===== src/rtl/fsup_pkg.sv =====
package fsup_pkg;
  typedef enum logic [1:0] {
    ST_OFF   = 2'd0,
    ST_FAULT = 2'd1,
    ST_SOFT  = 2'd2,
    ST_RUN   = 2'd3
  } fsup_state_e;
endpackage


===== src/rtl/fsup_hyst.sv =====
module fsup_hyst #(
  parameter int unsigned CW = 8
) (
  input  logic          clk_i,
  input  logic          rst_ni,
  input  logic [CW-1:0] code_i,
  input  logic [CW-1:0] on_thr_i,
  input  logic [CW-1:0] off_thr_i,
  output logic          ok_o
);
  logic ok_d;

  always_comb begin
    if (ok_o) ok_d = (code_i >= off_thr_i);
    else      ok_d = (code_i >= on_thr_i);
  end

  always_ff @(posedge clk_i or negedge rst_ni) begin
    if (!rst_ni) ok_o <= 1'b0;
    else         ok_o <= ok_d;
  end
endmodule


===== src/rtl/fsup_monitor.sv =====
module fsup_monitor #(
  parameter int unsigned CW = 8
) (
  input  logic          clk_i,
  input  logic          rst_ni,
  input  logic [CW-1:0] vdd_code_i,
  input  logic [CW-1:0] vdd_on_thr_i,
  input  logic [CW-1:0] vdd_off_thr_i,
  input  logic          ref_ok_i,
  input  logic [CW-1:0] line_code_i,
  input  logic [CW-1:0] line_on_thr_i,
  input  logic [CW-1:0] line_off_thr_i,
  input  logic [CW-1:0] shdn_code_i,
  input  logic [CW-1:0] shdn_thr_i,
  output logic          fault_o
);
  localparam int unsigned NHYST = 2;

  logic [CW-1:0]    h_code [NHYST];
  logic [CW-1:0]    h_on   [NHYST];
  logic [CW-1:0]    h_off  [NHYST];
  logic [NHYST-1:0] h_ok;
  logic             ref_ok_q;
  logic             shdn_ok_q;

  assign h_code[0] = vdd_code_i;
  assign h_on[0]   = vdd_on_thr_i;
  assign h_off[0]  = vdd_off_thr_i;
  assign h_code[1] = line_code_i;
  assign h_on[1]   = line_on_thr_i;
  assign h_off[1]  = line_off_thr_i;

  for (genvar g = 0; g < NHYST; g++) begin : g_hyst
    fsup_hyst #(.CW(CW)) u_hyst (
      .clk_i     (clk_i),
      .rst_ni    (rst_ni),
      .code_i    (h_code[g]),
      .on_thr_i  (h_on[g]),
      .off_thr_i (h_off[g]),
      .ok_o      (h_ok[g])
    );
  end

  always_ff @(posedge clk_i or negedge rst_ni) begin
    if (!rst_ni) begin
      ref_ok_q  <= 1'b0;
      shdn_ok_q <= 1'b0;
    end else begin
      ref_ok_q  <= ref_ok_i;
      shdn_ok_q <= (shdn_code_i >= shdn_thr_i);
    end
  end

  assign fault_o = !(&h_ok) || !ref_ok_q || !shdn_ok_q;
endmodule


===== src/rtl/fsup_ctrl.sv =====
module fsup_ctrl
  import fsup_pkg::*;
#(
  parameter int unsigned CW = 8
) (
  input  logic          clk_i,
  input  logic          rst_ni,
  input  logic          fault_i,
  input  logic [CW-1:0] cap_i,
  input  logic [CW-1:0] restart_thr_i,
  output fsup_state_e   state_o,
  output logic          restart_o
);
  localparam logic [CW-1:0] FULL = '1;

  fsup_state_e state_d;

  always_comb begin
    state_d   = state_o;
    restart_o = 1'b0;
    if (fault_i) begin
      state_d = ST_FAULT;
    end else begin
      unique case (state_o)
        ST_OFF, ST_FAULT: begin
          if (cap_i < restart_thr_i) begin
            state_d   = ST_SOFT;
            restart_o = 1'b1;
          end
        end
        ST_SOFT: if (cap_i == FULL) state_d = ST_RUN;
        ST_RUN:  state_d = ST_RUN;
        default: state_d = ST_FAULT;
      endcase
    end
  end

  always_ff @(posedge clk_i or negedge rst_ni) begin
    if (!rst_ni) state_o <= ST_OFF;
    else         state_o <= state_d;
  end
endmodule


===== src/rtl/fsup_ss_cap.sv =====
module fsup_ss_cap
  import fsup_pkg::*;
#(
  parameter int unsigned CW = 8
) (
  input  logic          clk_i,
  input  logic          rst_ni,
  input  fsup_state_e   state_i,
  input  logic          restart_i,
  input  logic [CW-1:0] step_i,
  input  logic [CW-1:0] dis_step_i,
  output logic [CW-1:0] cap_o
);
  localparam logic [CW-1:0] FULL = '1;

  logic [CW:0]   sum;
  logic [CW-1:0] cap_d;

  assign sum = {1'b0, cap_o} + {1'b0, step_i};

  always_comb begin
    cap_d = cap_o;
    if (restart_i) begin
      cap_d = '0;
    end else begin
      unique case (state_i)
        ST_OFF:   cap_d = '0;
        ST_FAULT: cap_d = (cap_o > dis_step_i) ? cap_o - dis_step_i : '0;
        ST_SOFT:  cap_d = sum[CW] ? FULL : sum[CW-1:0];
        ST_RUN:   cap_d = cap_o;
        default:  cap_d = '0;
      endcase
    end
  end

  always_ff @(posedge clk_i or negedge rst_ni) begin
    if (!rst_ni) cap_o <= '0;
    else         cap_o <= cap_d;
  end
endmodule


===== src/rtl/fault_supervisor.sv =====
module fault_supervisor
  import fsup_pkg::*;
#(
  parameter int unsigned CW = 8
) (
  input  logic          clk_i,
  input  logic          rst_ni,
  input  logic [CW-1:0] vdd_code_i,
  input  logic [CW-1:0] vdd_on_thr_i,
  input  logic [CW-1:0] vdd_off_thr_i,
  input  logic          ref_ok_i,
  input  logic [CW-1:0] line_code_i,
  input  logic [CW-1:0] line_on_thr_i,
  input  logic [CW-1:0] line_off_thr_i,
  input  logic [CW-1:0] shdn_code_i,
  input  logic [CW-1:0] shdn_thr_i,
  input  logic [CW-1:0] restart_thr_i,
  input  logic [CW-1:0] ss_step_i,
  input  logic [CW-1:0] ss_dis_step_i,
  input  logic [CW-1:0] err_cmd_i,
  output logic          main_en_o,
  output logic          fault_o,
  output logic [CW-1:0] ss_cap_o,
  output logic [CW-1:0] pwm_cmd_o
);
  logic        fault_any;
  logic        restart;
  fsup_state_e state;

  fsup_monitor #(.CW(CW)) u_mon (
    .clk_i          (clk_i),
    .rst_ni         (rst_ni),
    .vdd_code_i     (vdd_code_i),
    .vdd_on_thr_i   (vdd_on_thr_i),
    .vdd_off_thr_i  (vdd_off_thr_i),
    .ref_ok_i       (ref_ok_i),
    .line_code_i    (line_code_i),
    .line_on_thr_i  (line_on_thr_i),
    .line_off_thr_i (line_off_thr_i),
    .shdn_code_i    (shdn_code_i),
    .shdn_thr_i     (shdn_thr_i),
    .fault_o        (fault_any)
  );

  fsup_ctrl #(.CW(CW)) u_ctrl (
    .clk_i         (clk_i),
    .rst_ni        (rst_ni),
    .fault_i       (fault_any),
    .cap_i         (ss_cap_o),
    .restart_thr_i (restart_thr_i),
    .state_o       (state),
    .restart_o     (restart)
  );

  fsup_ss_cap #(.CW(CW)) u_cap (
    .clk_i      (clk_i),
    .rst_ni     (rst_ni),
    .state_i    (state),
    .restart_i  (restart),
    .step_i     (ss_step_i),
    .dis_step_i (ss_dis_step_i),
    .cap_o      (ss_cap_o)
  );

  logic active;
  assign active    = (state == ST_SOFT) || (state == ST_RUN);
  assign main_en_o = (state == ST_RUN);
  assign fault_o   = (state == ST_FAULT);
  assign pwm_cmd_o = !active ? '0 : (err_cmd_i < ss_cap_o) ? err_cmd_i : ss_cap_o;
endmodule


===== config.mk =====
export PLATFORM = sky130hd
export DESIGN_NAME = fault_supervisor
export DESIGN_NICKNAME = d
export VERILOG_FILES = /design/src/rtl/fsup_pkg.sv /design/src/rtl/fsup_hyst.sv /design/src/rtl/fsup_monitor.sv /design/src/rtl/fsup_ctrl.sv /design/src/rtl/fsup_ss_cap.sv /design/src/rtl/fault_supervisor.sv
export SDC_FILE = /design/constraint.sdc
export NUM_CORES = 1
export LEC_CHECK = 0
export ABC_AREA = 1
export BUFFER_PORTS_ARGS = -buffer_cell sky130_fd_sc_hd__clkbuf_2
export CAP_MARGIN = 10
export CORE_MARGIN = 2
export CORE_UTILIZATION = 50
export CTS_CLUSTER_DIAMETER = 60
export DETAILED_ROUTE_END_ITERATION = 6
export GPL_ROUTABILITY_DRIVEN = 0
export PLACE_DENSITY = 0.81
export REMOVE_ABC_BUFFERS = 1
export SLEW_MARGIN = 15
export SYNTH_ARGS = -nofsm -noshare
export SYNTH_HDL_FRONTEND = slang
export SYNTH_SLANG_ARGS = --single-unit

===== constraint.sdc =====
create_clock -name clk_i -period 2.4 [get_ports clk_i]
set_input_delay 0.12 -clock clk_i [delete_from_list [all_inputs] [get_ports clk_i]]
set_output_delay 0.12 -clock clk_i [all_outputs]
set_load 0.01 [all_outputs]

==> Word-level counts from Yosys, hierarchy flattened <==
Cells that the tools add are included.
W data, S select, Z words.
{ "word_totals": {"ff_bits": 14, "out_inout_bits": 18, "word_cells": 48, "input_bits": 99} }
{ "classes": {"magnitude_cmp": 8, "n_eq_ne": 7, "n_addsub": 2, "n_reduce_logical": 10, "n_mux": 15} }
{ "op_table": {"columns": ["cell", "count"], "rows": [
  ["$ge A8 B8 Y1", 5],
  ["$mux W8", 5],
  ["$pmux W8 S3", 1],
  ["$lt A8 B8 Y1", 2],
  ["$add A8 B8 Y9", 1],
  ["$eq A8 B8 Y1 const B", 1],
  ["$gt A8 B8 Y1", 1],
  ["$sub A8 B8 Y8", 1],
  ["$mux W2", 3],
  ["$ne A3 B2 Y1 const B", 2],
  ["$pmux W2 S3", 1],
  ["$mux W1", 5],
  ["$eq A2 B2 Y1 const B", 2],
  ["$reduce_and A2 Y1", 2],
  ["$logic_not A1 Y1", 3],
  ["$logic_or A1 B1 Y1", 3],
  ["$eq A2 B1 Y1 const B", 1],
  ["$logic_not A2 Y1", 1],
  ["$ne A2 B1 Y1 const B", 1],
  ["$reduce_or A2 Y1", 1]
]} }

==> Depth between registers and ports, before layout <==
{ "logic_depth": {"ltp_word": 6, "mapped_depth": 13, "depth_no_buf": 13} }

==> Modules after synthesis <==
From an unflattened synthesis, not the netlist that was laid out.
{ "unflattened": {"hier_cells": 535, "area_unflattened_um2": 3241.9} }
{ "by_module_without_submodules": {"columns": ["module", "area_each_um2", "instances", "cells_per_inst"], "rows": [
  ["fsup_ss_cap", 1272.5, 1, 208],
  ["fsup_hyst (u_mon.g_hyst[1].u_hyst)", 476.7, 1, 79],
  ["fsup_hyst (u_mon.g_hyst[0].u_hyst)", 475.5, 1, 79],
  ["fault_supervisor", 424.2, 1, 77],
  ["fsup_ctrl", 321.6, 1, 54],
  ["fsup_monitor", 271.5, 1, 38]
]} }

==> Worst setup path before layout <==
No wires, ideal clock.
{ "synth_path": {"path_kind": "register -> register", "start": "reg u_cap.cap_o[0]", "end": "reg u_cap.cap_o[5]", "path_buffers": 0, "stages_incl_launch_ff": 11, "synth_period_minus_slack_ns": 1.837, "setup_ns": 0.116, "t_arrival_ns": 1.721, "path_slack_ns": 0.563, "path_cell_list": "dfrtp_1 > ha_1 > fa_1 > nand2_1 > nand2_1 > a21oi_4 > nand3_1 > nand2_1 > nand2_1 > nand2_1 > nand2_1"} }
{ "synth_via": {"elab_chain_cells": 5, "word_cells_on_any_way": 12, "classes_between": "add/sub: 2; order compare: 2; eq/ne: 1; mux: 7"} }
{ "synth_rtl": {"columns": ["item", "line_no", "rtl"], "rows": [
  ["from (decl)", "fsup_ss_cap.sv:12", "output logic [CW-1:0] cap_o"],
  ["from (signal assigned)", "fsup_ss_cap.sv:38", "else cap_o <= cap_d;"],
  ["$lt A8 B8 Y1", "fsup_ctrl.sv:26", "if (cap_i < restart_thr_i) begin"],
  ["$mux W1", "fsup_ctrl.sv:26", null],
  ["$mux W1", "fsup_ctrl.sv:24", "unique case (state_o)"],
  ["$mux W1", "fsup_ctrl.sv:21", "if (fault_i) begin"],
  ["$ne A2 B1 Y1 (no line) / $mux W8 (equally long branches)", null, null]
]} }
Parallel ways exist; a longest one is shown, timed or not.
A chain may end at the register's enable or synchronous reset.

==> Final worst setup path <==
{ "layout_path": {"start": "reg u_cap.cap_o[7]", "end": "out pwm_cmd_o[5]"} }
{ "layout_via": {"elab_chain_cells": 3} }
{ "layout_rtl": {"columns": ["item", "line_no", "rtl"], "rows": [
  ["$lt A8 B8 Y1", "fault_supervisor.sv:69", "assign pwm_cmd_o = !active ? '0 : (err_cmd_i < ss_cap_o) ? err_cmd_i : ss_cap_o;"],
  ["$mux W8 (2 in series)", "fault_supervisor.sv:69", null],
  ["to (decl)", "fault_supervisor.sv:24", "output logic [CW-1:0] pwm_cmd_o"]
]} }
Every way passes these cells.

==> results.toml <==
[timing]
tightest_slew_ns = 0.392
layout_setup_ws_ns = 0.216
final_max_slew_viol_count = 0
fmax_mhz = 458
rsz0062_at_grt = "false"
report.final.setup_viol = 0
period_minus_slack_ns = 2.18
period_share_pct = 91.0
slew_headroom_pct = 73.8
hold_violations = 0
holdWs_ns = 0.276
tns_ns = 0
fin_skew_ns = 0.00156

[grt]
met1_usage_pct = 29.3
antenna_found_initial = 0
grt_use_met3_pct = 1.20
busiest_layer = "met2"
grt_pass1_vias = 3140
grt_util_all_layers_pct = 23.4
overflow = 0
grtUsageMet2_pct = 43.7
grt_pass1_wl_um = 12700
grt_start_max_net_pins = 15

[place]
placed_area_mm2 = 0.00374
post-place-ws_ns = 0.451
port-buffer-count = 116
placed_cells = 686
dp_hpwl_um = 6810

[setup_path]
slowest_stage = "dfrtp_1"
critPathTopFamily = "flip-flops"
critPathLaunchType = "flip-flop"
crit_path_end_kind = "output port"
max_stage_delay_ns = 0.54
path_buf_inv = 3
critical_path_class = "flip-flop to output port"
cp_data_arrival_time_ns = 2.06
cp-startpoint = "u_cap.cap_o[7]"
r2r_start = "u_cap.cap_o[0]"
worstPathMaxFanout = 10
path_common_cell = "nor2_1"
path_cells = "inv_1 > ha_1 > a21oi_1 > o21a_1 > nand2_2 > inv_2 > nor2_1 > nor2_1 > clkbuf_2"
worstPathRequired_ns = 2.28

[drt]
vias = 3390
first_pass_iters = 4
viasPerCell = 4.91
wirelength_um = 7710
drc = 0
drtAntennaViolNets = 0
avgRoutedWirePerCell_um = 11.2
drtIter0Drc = 124

[final_layout]
final_cell_mix = "153 x nand2_1, 116 x clkbuf_2, 113 x inv_1"
layout_commonest_cell = "nand2_1"
nets = 794
areaGrowthSynthToFinish_pct = 23.5
stdcell_count = 691
antennaDiodeCount = 0
drive_gt1_share_pct = 21.1
stdcell_area_mm2 = 0.00380

[hold_path]
min_from = "shdn_code_i[7]"
hp-class = "input port to flip-flop"

[logic_synthesis]
synth-edff-count = 0
ys.warnings.count = 0
synth_top_area_share_pct = 30.5
yosys.area.top_type = "ha_1"
synthArstFlopShare_pct = 100
ys.flop_type = "dfrtp_1"
syn_area_mm2 = 0.00308
seq_area_frac_synth_pct = 11.4
syn_area_per_cell_um2 = 6.18
synth_area_leaders = "ha_1 30%, nand2_1 19%, inv_1 14%"
synthCells = 498
synth-seq-cells = 14
ys_types = 28

[clock_tree]
clkSinkCount = 14
cts.htree.levels = 1
path_clk_slew_ns = 0.06
cts_tree = "done"
root_buffer = "clkbuf_8"
cts_buffers = 3
clkLatencyLatePin_ns = 0.24
clock_path_buffers = 2

[pwr]
p_leak_nw = 2.52
p_per_area_mw_per_mm2 = 238
max-vdd-ir-drop_uv = 193

[floorplan]
dieArea_mm2 = 0.00680
initial_core_util_pct = 52.0
core_mm2 = 0.00592
fp.dieH_um = 82.5
rows = 28
die_w_um = 82.5
io_pins = 117

[run]
max_cap_viol_count = 0

[status]
status = "complete, no violations"
state kept, by name (all words and copies together) (netlist names):
name	cells
u_cap.cap_o	8
u_ctrl.state_o	2
u_mon.ref_ok_q	1
u_mon.g_hyst.u_hyst.ok_o	2
u_mon.shdn_ok_q	1
cells in the mapped netlist (4+ instances only):
library cell	instances
a21oi_1	33
dfrtp_1	14
ha_1	75
inv_1	113
inv_2	4
nand2_1	153
nand3_1	24
nand4_1	8
nor2_1	31
o21ai_0	10
kinds of logic (layout without fill, tap and decap cells):
| group | count (synthesis) | count (layout) | synth area share (%) |
|---|---|---|---|
| simple gates | 226 | 226 | 30.0 |
| compound gates | 56 | 56 | 10.7 |
| flops | 14 | 14 | 11.4 |
| buf+inv | 120 | 238 | 14.8 |
| fa+ha+maj | 77 | 77 | 31.8 |
| xor+xnor | 5 | 5 | 1.42 |
what timing repair did:
item / in CTS / in global routing
setup endpoints to repair: 0 / 1
hold buffers: 2 / 0
resized for setup: 0 / 1
hold endpoints to repair: 15 / 0
setup buffers: 0 / 0
metrics by stage:
| stage | total power (W) | util [%] |
|---|---|---|
| 3_5_place_dp | 0.000709 | 63.1 |
| 3_3_place_gp | 0.000688 | 63.1 |
| 4_1_cts | 0.000906 | 64.2 |
| 2_1_floorplan | 0.000541 | - |
| 5_1_grt | 0.000992 | 64.2 |
| 6_report | 0.000906 | 64.2 |
path summary, 6_finish.rpt:
| kind | end | slack, ns | cells past startpoint |
|---|---|---|---|
| worst max-delay path | pwm_cmd_o[5] | 0.22 | 9 |
| worst min-delay path | u_mon.shdn_ok_q | 0.28 | 4 |
| worst max register to register | u_cap.cap_o[6] | 0.47 | 10 |
| worst min register to register | u_mon.g_hyst[1].u_hyst.ok_o | 0.52 | 2 |
| max in group asynchronous | u_cap.cap_o[1] | 1.78 | 2 |
| min in group asynchronous | u_cap.cap_o[2] | 0.34 | 2 |
worst min-delay path, delay by kind of cell:
| kind | cells | cell delay, ns |
|---|---|---|
| buf+inv | 1 | 0.08 |
| fa+ha+maj | 1 | 0.14 |
| compound gates | 2 | 0.14 |
per-layer routing:
layer / part of all wire (%) / routed length (um)
met5: 0 / 0
met4: 1.4 / 109
met3: 4.3 / 332
met2: 50 / 3830
met1: 45 / 3440
power by group:
group          internal, W  total [W]  leakage (nW)  switching (W)
Sequential        0.000253   0.000269         0.181      0.0000158
Combinational     0.000195   0.000441          2.31       0.000245
Clock             0.000111   0.000197        0.0216      0.0000856
Total             0.000559   0.000906          2.52       0.000347
layout make-up:
type	count	area (um^2)
Clock buffer	3	41.3
Fill cell	550	2120
Inverter	117	439
Multi-Input combinational cell	364	2270
Sequential cell	14	352
Tap cell	75	93.8
Timing Repair Buffer	118	601
Power figures use the tool's default switching activity.
